--- src/rtl/ipi_pkg.sv ---
package ipi_pkg;

    localparam int IPI_NUM_W = 16;
    localparam int IPI_TGT_W = 16;
    localparam int BUS_DW    = 32;
    localparam int BUS_AW    = 8;

    // Register offsets
    localparam logic [BUS_AW-1:0] OFS_SELF_ID = 8'h00;
    localparam logic [BUS_AW-1:0] OFS_NUM_CPU = 8'h10;
    localparam logic [BUS_AW-1:0] OFS_POST1   = 8'hA0;
    localparam logic [BUS_AW-1:0] OFS_POSTX   = 8'hB0;
    localparam logic [BUS_AW-1:0] OFS_QUEUE   = 8'hC0;
    localparam logic [BUS_AW-1:0] OFS_OVFLAG  = 8'hD0;

    typedef enum logic [2:0] {
        OP_IDLE,
        OP_SELF,
        OP_NCPU,
        OP_POST,
        OP_POP,
        OP_FLUSH,
        OP_OVF
    } mbx_op_e;

    typedef struct packed {
        logic [IPI_NUM_W-1:0] num;
        logic [IPI_TGT_W-1:0] tgt;
    } post_word_t;

    function automatic post_word_t split_post(input logic [BUS_DW-1:0] w);
        return post_word_t'(w);
    endfunction

endpackage

--- src/rtl/ipi_fifo.sv ---
module ipi_fifo
    import ipi_pkg::*;
#(
    parameter int DEPTH = 8,
    parameter int W     = IPI_NUM_W
) (
    input  logic         clk,
    input  logic         rst,
    input  logic         push,
    input  logic [W-1:0] push_data,
    input  logic         pop,
    input  logic         flush,
    output logic [W-1:0] head,
    output logic         nonempty,
    output logic         drop
);
    localparam int PW = (DEPTH > 1) ? $clog2(DEPTH) : 1;
    localparam int CW = $clog2(DEPTH + 1);

    logic [W-1:0]  mem [DEPTH];
    logic [PW-1:0] rd_q, wr_q;
    logic [CW-1:0] cnt_q;
    logic          full, empty, do_push, do_pop;

    function automatic logic [PW-1:0] step(input logic [PW-1:0] p);
        return (p == PW'(DEPTH - 1)) ? '0 : p + 1'b1;
    endfunction

    assign full    = (cnt_q == CW'(DEPTH));
    assign empty   = (cnt_q == '0);
    assign do_pop  = pop && !empty;
    assign do_push = push && (!full || do_pop);
    assign drop    = push && !do_push;

    always_ff @(posedge clk) begin
        if (rst || flush) begin
            rd_q  <= '0;
            wr_q  <= '0;
            cnt_q <= '0;
        end else begin
            if (do_push) wr_q <= step(wr_q);
            if (do_pop)  rd_q <= step(rd_q);
            cnt_q <= cnt_q + CW'(do_push) - CW'(do_pop);
        end
    end

    always_ff @(posedge clk) begin
        if (do_push && !flush) mem[wr_q] <= push_data;
    end

    assign head     = mem[rd_q];
    assign nonempty = !empty;

endmodule

--- src/rtl/ipi_decode.sv ---
module ipi_decode
    import ipi_pkg::*;
#(
    parameter int NCPU = 4
) (
    input  logic                 req_valid,
    input  logic                 req_write,
    input  logic [BUS_AW-1:0]    req_addr,
    input  logic [BUS_DW-1:0]    req_wdata,
    output mbx_op_e              op,
    output logic [NCPU-1:0]      push_mask,
    output logic [IPI_NUM_W-1:0] push_num
);
    post_word_t pw;
    logic       is_one, is_all;

    assign pw       = split_post(req_wdata);
    assign push_num = pw.num;
    assign is_one   = req_valid && req_write && (req_addr == OFS_POST1);
    assign is_all   = req_valid && req_write && (req_addr == OFS_POSTX);

    always_comb begin
        op = OP_IDLE;
        if (req_valid) begin
            if (req_write) begin
                case (req_addr)
                    OFS_POST1, OFS_POSTX: op = OP_POST;
                    OFS_QUEUE:            op = OP_FLUSH;
                    default:              op = OP_IDLE;
                endcase
            end else begin
                case (req_addr)
                    OFS_SELF_ID: op = OP_SELF;
                    OFS_NUM_CPU: op = OP_NCPU;
                    OFS_QUEUE:   op = OP_POP;
                    OFS_OVFLAG:  op = OP_OVF;
                    default:     op = OP_IDLE;
                endcase
            end
        end
    end

    // Out-of-range ids match no CPU: single posts vanish, all-but-one posts reach all.
    for (genvar i = 0; i < NCPU; i++) begin : g_hit
        logic id_match;
        assign id_match     = (pw.tgt == IPI_TGT_W'(i));
        assign push_mask[i] = (pw.num != '0) &&
                              ((is_one && id_match) || (is_all && !id_match));
    end

endmodule

--- src/rtl/ipi_mailbox.sv ---
module ipi_mailbox
    import ipi_pkg::*;
#(
    parameter int NCPU  = 4,
    parameter int DEPTH = 8,
    localparam int CIDW = (NCPU > 1) ? $clog2(NCPU) : 1
) (
    input  logic              clk,
    input  logic              rst,
    input  logic              req_valid,
    input  logic              req_write,
    input  logic [7:0]        req_addr,
    input  logic [31:0]       req_wdata,
    input  logic [CIDW-1:0]   req_cpu,
    output logic              rsp_valid,
    output logic [31:0]       rsp_rdata,
    output logic [NCPU-1:0]   irq
);
    mbx_op_e              op;
    logic [NCPU-1:0]      push_mask;
    logic [IPI_NUM_W-1:0] push_num;
    logic [IPI_NUM_W-1:0] head [NCPU];
    logic [NCPU-1:0]      nonempty, drop, ovf_q, is_req;
    logic [IPI_NUM_W-1:0] sel_head;
    logic                 sel_ne, sel_ovf;
    logic [BUS_DW-1:0]    rd_data;

    ipi_decode #(.NCPU(NCPU)) u_dec (
        .req_valid (req_valid),
        .req_write (req_write),
        .req_addr  (req_addr),
        .req_wdata (req_wdata),
        .op        (op),
        .push_mask (push_mask),
        .push_num  (push_num)
    );

    for (genvar i = 0; i < NCPU; i++) begin : g_cpu
        assign is_req[i] = (req_cpu == CIDW'(i));

        ipi_fifo #(.DEPTH(DEPTH), .W(IPI_NUM_W)) u_q (
            .clk       (clk),
            .rst       (rst),
            .push      (push_mask[i]),
            .push_data (push_num),
            .pop       (op == OP_POP && is_req[i]),
            .flush     (op == OP_FLUSH && is_req[i]),
            .head      (head[i]),
            .nonempty  (nonempty[i]),
            .drop      (drop[i])
        );

        always_ff @(posedge clk) begin
            if (rst || (op == OP_FLUSH && is_req[i])) ovf_q[i] <= 1'b0;
            else if (drop[i])                         ovf_q[i] <= 1'b1;
        end
    end

    always_comb begin
        sel_head = '0;
        sel_ne   = 1'b0;
        sel_ovf  = 1'b0;
        for (int i = 0; i < NCPU; i++) begin
            if (is_req[i]) begin
                sel_head = head[i];
                sel_ne   = nonempty[i];
                sel_ovf  = ovf_q[i];
            end
        end
    end

    always_comb begin
        rd_data = '0;
        case (op)
            OP_SELF: rd_data = BUS_DW'(req_cpu);
            OP_NCPU: rd_data = BUS_DW'(NCPU);
            OP_POP:  rd_data = sel_ne ? BUS_DW'(sel_head) : '0;
            OP_OVF:  rd_data = BUS_DW'(sel_ovf);
            default: rd_data = '0;
        endcase
    end

    always_ff @(posedge clk) begin
        if (rst) begin
            rsp_valid <= 1'b0;
            rsp_rdata <= '0;
        end else begin
            rsp_valid <= req_valid && !req_write;
            rsp_rdata <= rd_data;
        end
    end

    assign irq = nonempty;

endmodule

--- config.mk ---
export PLATFORM = sky130hd
export DESIGN_NAME = ipi_mailbox
export DESIGN_NICKNAME = d
export VERILOG_FILES = /design/src/rtl/ipi_pkg.sv /design/src/rtl/ipi_fifo.sv /design/src/rtl/ipi_decode.sv /design/src/rtl/ipi_mailbox.sv
export SDC_FILE = /design/constraint.sdc
export NUM_CORES = 1
export LEC_CHECK = 0
export ABC_AREA = 0
export CORE_MARGIN = 2
export CORE_UTILIZATION = 65
export DETAILED_ROUTE_END_ITERATION = 8
export DONT_BUFFER_PORTS = 1
export GPL_ROUTABILITY_DRIVEN = 1
export PLACE_DENSITY_LB_ADDON = 0.1
export SLEW_MARGIN = 5
export SYNTH_ARGS = -nofsm -noshare
export SYNTH_HDL_FRONTEND = slang
export SYNTH_SLANG_ARGS = --single-unit
--- constraint.sdc ---
create_clock -name clk -period 12.35 [get_ports clk]
set_input_delay 1.8525 -clock clk [delete_from_list [all_inputs] [get_ports clk]]
set_output_delay 1.8525 -clock clk [all_outputs]
set_load 0.02 [all_outputs]
# After elaboration in Yosys (flattened, before gate mapping)
# Memory sizes are Yosys's and may differ from the RTL's. A register that Yosys moved wholly into a read port is not among the register bits.
# Cells that the tools add are included.
[op_classes]
addsub = 16
n_mul = 0
div = 0
magnitude_cmp = 0
n_eq_ne = 28
n_shift = 0
muxes = 42
n_bitwise = 0
reduce_logical = 82
[ops]
columns = ["operator", "n"]
rows = [
  ["16-bit 2-to-1 mux", 5],
  ["16-bit one-hot mux with 4 select lines", 1],
  ["3-bit 2-to-1 mux", 18],
  ["1-bit logical AND", 40],
  ["3-bit == test (second input constant)", 11],
  ["16-bit by 2-bit == test with 1-bit output (second input constant)", 2],
  ["8-bit == test (second input constant)", 4],
  ["3-bit by 1-bit adder with 3-bit output (second input constant)", 8],
  ["1-bit zero test", 21],
  ["4-bit by 1-bit adder with 4-bit output", 4],
  ["16-bit by 1-bit == test with 1-bit output (second input constant)", 1],
  ["4-bit == test (second input constant)", 4],
  ["16-bit zero test", 1],
  ["4-bit zero test", 4],
  ["1-bit 2-to-1 mux", 16],
  ["16-bit nonzero test", 1],
  ["4-bit by 1-bit subtractor with 4-bit output", 4],
  ["1-bit logical OR", 12],
  ["3-bit one-hot mux with 4 select lines", 1],
  ["8-bit by 5-bit == test with 1-bit output (second input constant)", 1],
  ["8-bit zero test", 1],
  ["3-bit one-hot mux with 2 select lines", 1],
  ["2-bit == test (second input constant)", 2],
  ["3-bit by 1-bit == test with 1-bit output (second input constant)", 1],
  ["4 further kinds", 4],
]
[totals]
regBits = 77
latchBits = 0
mem_bits_rw = 512
mem_bits_ro = 0
in_bits = 46
output_inout_bits = 37
memories = 4
[mem_list]
columns = ["name", "words", "width", "read_ports", "rd_ports_with_merged_regs", "wr", "line", "text"]
rows = [
  ["g_cpu[0].u_q.mem", 8, 16, 1, 1, 1, "ipi_fifo.sv:20", "logic [W-1:0] mem [DEPTH];"],
  ["g_cpu[1].u_q.mem", 8, 16, 1, 1, 1, "ipi_fifo.sv:20", ""],
  ["g_cpu[2].u_q.mem", 8, 16, 1, 1, 1, "ipi_fifo.sv:20", ""],
  ["g_cpu[3].u_q.mem", 8, 16, 1, 1, 1, "ipi_fifo.sv:20", ""],
]

# Logic depth before layout (Yosys ltp)
[logic_depth]
ltp_word = 13
depth_mapped = 12
ltp_nobuf = 12

# Hierarchy
# A second synthesis with hierarchy kept.
[unflattened]
hier_cells = 1247
hier_area_um2 = 24322.1
[modules_own_cells]
columns = ["mod", "instances", "cells_each", "area_per_inst_um2", "seq_area_each_um2"]
rows = [
  ["ipi_fifo (g_cpu[2].u_q ...)", 2, 269, 5650.4, 4103.9],
  ["ipi_fifo (g_cpu[0].u_q ...)", 2, 270, 5647.9, 4103.9],
  ["ipi_mailbox", 1, 113, 1305.0, 420.4],
  ["ipi_decode", 1, 56, 420.4, 0.0],
]

# Worst setup path before layout
# OpenSTA, ideal clock, no wires.
[synth_path]
path_kind = "input to register"
startpoint = "input port req_addr[1]"
endpoint = "memory g_cpu[3].u_q.mem[2][0] in the netlist's numbering, enable pin"
arrival_time_ns = 5.269
required_time_ns = 11.914
slack_ns = 6.644
cell_stages = 6
path_buffers = 1
cell_sequence = "or4_4 -> nor3b_4 -> nand4_4 -> a311o_1 -> buf_6 -> nor4b_1"
[synth_via]
elab_chain_len = 13
elab_cells_between_ends = 28
[synth_rtl]
columns = ["item", "line", "text"]
rows = [
  ["from (decl)", "ipi_mailbox.sv:12", "input logic [7:0] req_addr,"],
  ["8-bit == test (on tied branches)", "ipi_decode.sv:20, ipi_decode.sv:26, ipi_decode.sv:19", ""],
  ["2-bit OR reduction", "ipi_decode.sv:26", "case (req_addr)"],
  ["3-bit one-hot mux with 2 select lines", "ipi_decode.sv:26", ""],
  ["3-bit 2-to-1 mux", "ipi_decode.sv:25", "if (req_write) begin"],
  ["3-bit 2-to-1 mux", "ipi_decode.sv:24", "if (req_valid) begin"],
  ["3-bit == test", "ipi_mailbox.sv:46", ".pop (op == OP_POP && is_req[i]),"],
  ["1-bit logical AND", "ipi_mailbox.sv:46", ""],
  ["1-bit logical AND", "ipi_fifo.sv:31", "assign do_pop = pop && !empty;"],
  ["1-bit logical OR", "ipi_fifo.sv:32", "assign do_push = push && (!full || do_pop);"],
  ["1-bit logical AND", "ipi_fifo.sv:32", ""],
  ["1-bit logical AND *", "ipi_fifo.sv:48", "if (do_push && !flush) mem[wr_q] <= push_data;"],
  ["1-bit 2-to-1 mux *", "ipi_fifo.sv:48", ""],
  ["1-bit 2-to-1 mux (not written as such) *", "ipi_fifo.sv:48", ""],
  ["to (decl)", "ipi_fifo.sv:20", ""],
]
# Every way passes the cells marked *; elsewhere a longest branch is shown, timed or not.

# Worst setup path after layout
[layout_path]
startpoint = "input port req_addr[1]"
endpoint = "memory g_cpu[3].u_q.mem[1][15] in the netlist's numbering, enable pin"
# Same word-level chain as after synthesis.

==> results_dict.tcl <==
set metrics [dict create \
    synth_area_per_cell_sq_um 19.0 \
    powerDensity_mw_per_mm2 149 \
    synth_edf_count 512 \
    n_antenna_cell 0 \
    setup_viol 0 \
    cts_root_buffer "clkbuf_16" \
    slowest_stage "nor4b_2" \
    grt_overflow 0 \
    grt_max_degree 35 \
    ys_types 57 \
    clk_pin_slew_worst_paths_ps 60 \
    grt_busiest_layer "met2" \
    peakVddDrop_uv 138 \
    fmax_mhz 222 \
    seq_area_frac_synth_pct 72.0 \
    grt_util_met3_pct 4.66 \
    synth_top_cell_by_area "edfxtp_1" \
    grtUsageMet2_pct 41.7 \
    synth_area_leaders "edfxtp_1, mux4_2, dfxtp_1" \
    synthArstFlopShare_pct 0 \
    clk_path_buf_depth 3 \
    tightest_slew_ps 1080 \
    dpl.hpwl_um 29000 \
    synth_ff_type "edfxtp_1" \
    clk_latency_ps 600 \
    path_cells "or4_4 -> nor3b_4 -> nand4_4 -> a311o_1 -> nor4b_2 -> buf_4" \
    stdcell_count 1778 \
    cts_setup_buffers 0 \
    synth_xor_area_share_pct 0.599 \
    grt_first_pass_wirelength_um 73500 \
    rsz0062_at_grt "false" \
    synthCells 1230 \
    routedWlPerCell_um 27.5 \
    n_fill_cell 2103 \
    ys.warnings.count 0 \
    vias 11400 \
    cts_max_level 2 \
    synth_top_area_share_pct 65.7 \
    synth_top_family_by_area "multiplexers" \
    totalWireLength_um 48900 \
    die_area_sq_mm 0.0375 \
    path_class "in -> reg" \
    synth_compound_area_share_pct 1.50 \
    postCtsResizedCells 0 \
    place_inst 1676 \
    mostFrequentLayoutCell "edfxtp_1" \
    synthMuxAreaShare_pct 16.7 \
    antenna_found_initial 0 \
    start_util_pct 65.9 \
    run_status "finished clean" \
    vias_per_cell 6.39 \
    boundaryPins 83 \
    finalHoldViolations 0 \
    hold_depth 2 \
    yosys_register_bits 585 \
    reg2reg_depth 11 \
    slew_headroom_pct 28.2 \
    netlist_area_sq_mm 0.0234 \
    cp.required_ps 12640 \
    cts_sinks 585 \
    syn_to_final_growth_pct 11.0 \
    grt_pass1_vias 11400 \
    start_kind "input pin" \
    arrival_ps 4800 \
    drv_cap 0 \
    final_antenna_net_count 0 \
    hold_class "reg -> reg" \
    drive_gt1_share_pct 23.5 \
    core_area_sq_mm 0.0355 \
    hold_buffers 0 \
    rows 69 \
    io_buffer_count 0 \
    gp_congestion 0.856 \
    leakage_nw 8.19 \
    use_met1_pct 40.2 \
    die_x_um 194 \
    min_period_ps 4510 \
    die_height_um 194 \
    synthAdderAreaFrac_pct 2.32 \
    cts_tree "built" \
    finClkSkew_ps 13.4 \
    grt_usage_pct 26.9 \
    route.detailed.drc 0 \
    setup-tns-final_ps 0 \
    drt_iter0_markers 1011 \
    dr.pass1.iters 5 \
    max_stage_delay_ps 830 \
    crit_fanout 10 \
    final_cell_mix "edfxtp_1, mux4_2, nor2_1" \
    end_kind "flop" \
    final-max-slew-violation-count 0 \
    period_share_pct 36.5 \
    nets 1360 \
    numCtsBuffers 56 \
    yosys.area_share.simple_pct 4.78 \
]
[worst max-delay path: cells and delay by family]
kind	cells	cell delay, ps
and+or+nand+nor	4	2020
buffers and inverters	1	340
AOI/OAI and AO/OA	1	580
[metal layers]
layer | share of wire (%) | wire length, um | vias to the layer above
met3 | 7.7 | 3770 | 77
li1 | - | - | 4967
met4 | 2.5 | 1230 | 0
met1 | 42 | 20500 | 5872
met2 | 48 | 23400 | 438
met5 | 0 | 0 | -
[per-stage QoR]
| stage | area [sq um] | hold WS [ps] | utilization, % | total power (W) | setup slack (ps) |
|---|---|---|---|---|---|
| final | 26000 | 520 | 73.2 | 0.00388 | 7840 |
| after detailed placement | 24100 | 489 | 68.0 | 0.00221 | 7210 |
| after CTS | 26000 | 506 | 73.2 | 0.00390 | 7840 |
| after global routing | 26000 | 540 | 73.2 | 0.00398 | 7660 |
| after global placement | 24100 | 475 | 68.0 | 0.00221 | 7350 |
| after floorplan | 23500 | 432 | - | 0.00222 | 6640 |
[kinds of logic (layout without fill, tap and decap cells)]
kind of cell | after synthesis | after routing
compound gates | 48 | 48
xor+xnor | 16 | 16
fa+ha+maj | 41 | 41
buf+inv | 106 | 178
flops | 585 | 585
mux | 217 | 217
other cells | 1 | 16
simple gates | 216 | 216
[synth_stat cells (all sizes together) (2+ instances only)]
library cell	n
a21oi	15
or3	2
edfxtp	512
nor4b	6
nor2	90
o22ai	2
a221oi	3
or2	4
o21ai	4
dfxtp	73
nor2b	3
nand4	9
nor4	13
mux2	2
ha	37
nor3b	14
o21a	2
a211oi	4
a41oi	3
inv	30
nand2b	4
buf	45
mux2i	76
or4	6
a2111oi	2
fa	4
o32ai	2
xor2	3
a21o	5
xnor2	13
nand3	5
clkinv	2
or4b	2
clkbuf	29
nand2	38
mux4	139
nor3	15
nand3b	3
[power breakdown]
group | switching (W) | leakage [nW] | internal, W | total [W]
Clock | 0.000698 | 0.903 | 0.00101 | 0.00171
Sequential | 0.000000310 | 5.19 | 0.00215 | 0.00215
Combinational | 0.0000146 | 2.10 | 0.00000830 | 0.0000229
Total | 0.000713 | 8.19 | 0.00316 | 0.00388
[cell type report]
type,instances,area [sq um],area share [%]
Tap cell,461,577,2.22
Clock inverter,31,313,1.20
Inverter,32,120,0.462
Sequential cell,585,16800,64.8
Clock buffer,71,1520,5.85
Timing Repair Buffer,44,330,1.27
Multi-Input combinational cell,554,6270,24.2
[registers in the layout (all words and copies together) (netlist names), named ones only]
signal	cells
ovf_q	4
g_cpu.u_q.cnt_q	16
g_cpu.u_q.rd_q	12
g_cpu.u_q.wr_q	12
g_cpu.u_q.mem	512
rsp_valid	1
rsp_rdata	16
[worst paths after layout]
check / start / slack, ps / endpoint
hold reg to reg: ovf_q[3] / 520 / ovf_q[3]
setup reg to reg: g_cpu[0].u_q.cnt_q[2] / 8970 / g_cpu[0].u_q.cnt_q[1]
hold / removal: ovf_q[3] / 520 / ovf_q[3]
setup / recovery: req_addr[1] / 7840 / g_cpu[3].u_q.mem[1][15]
No activity file was read; power rests on OpenSTA's default activity.
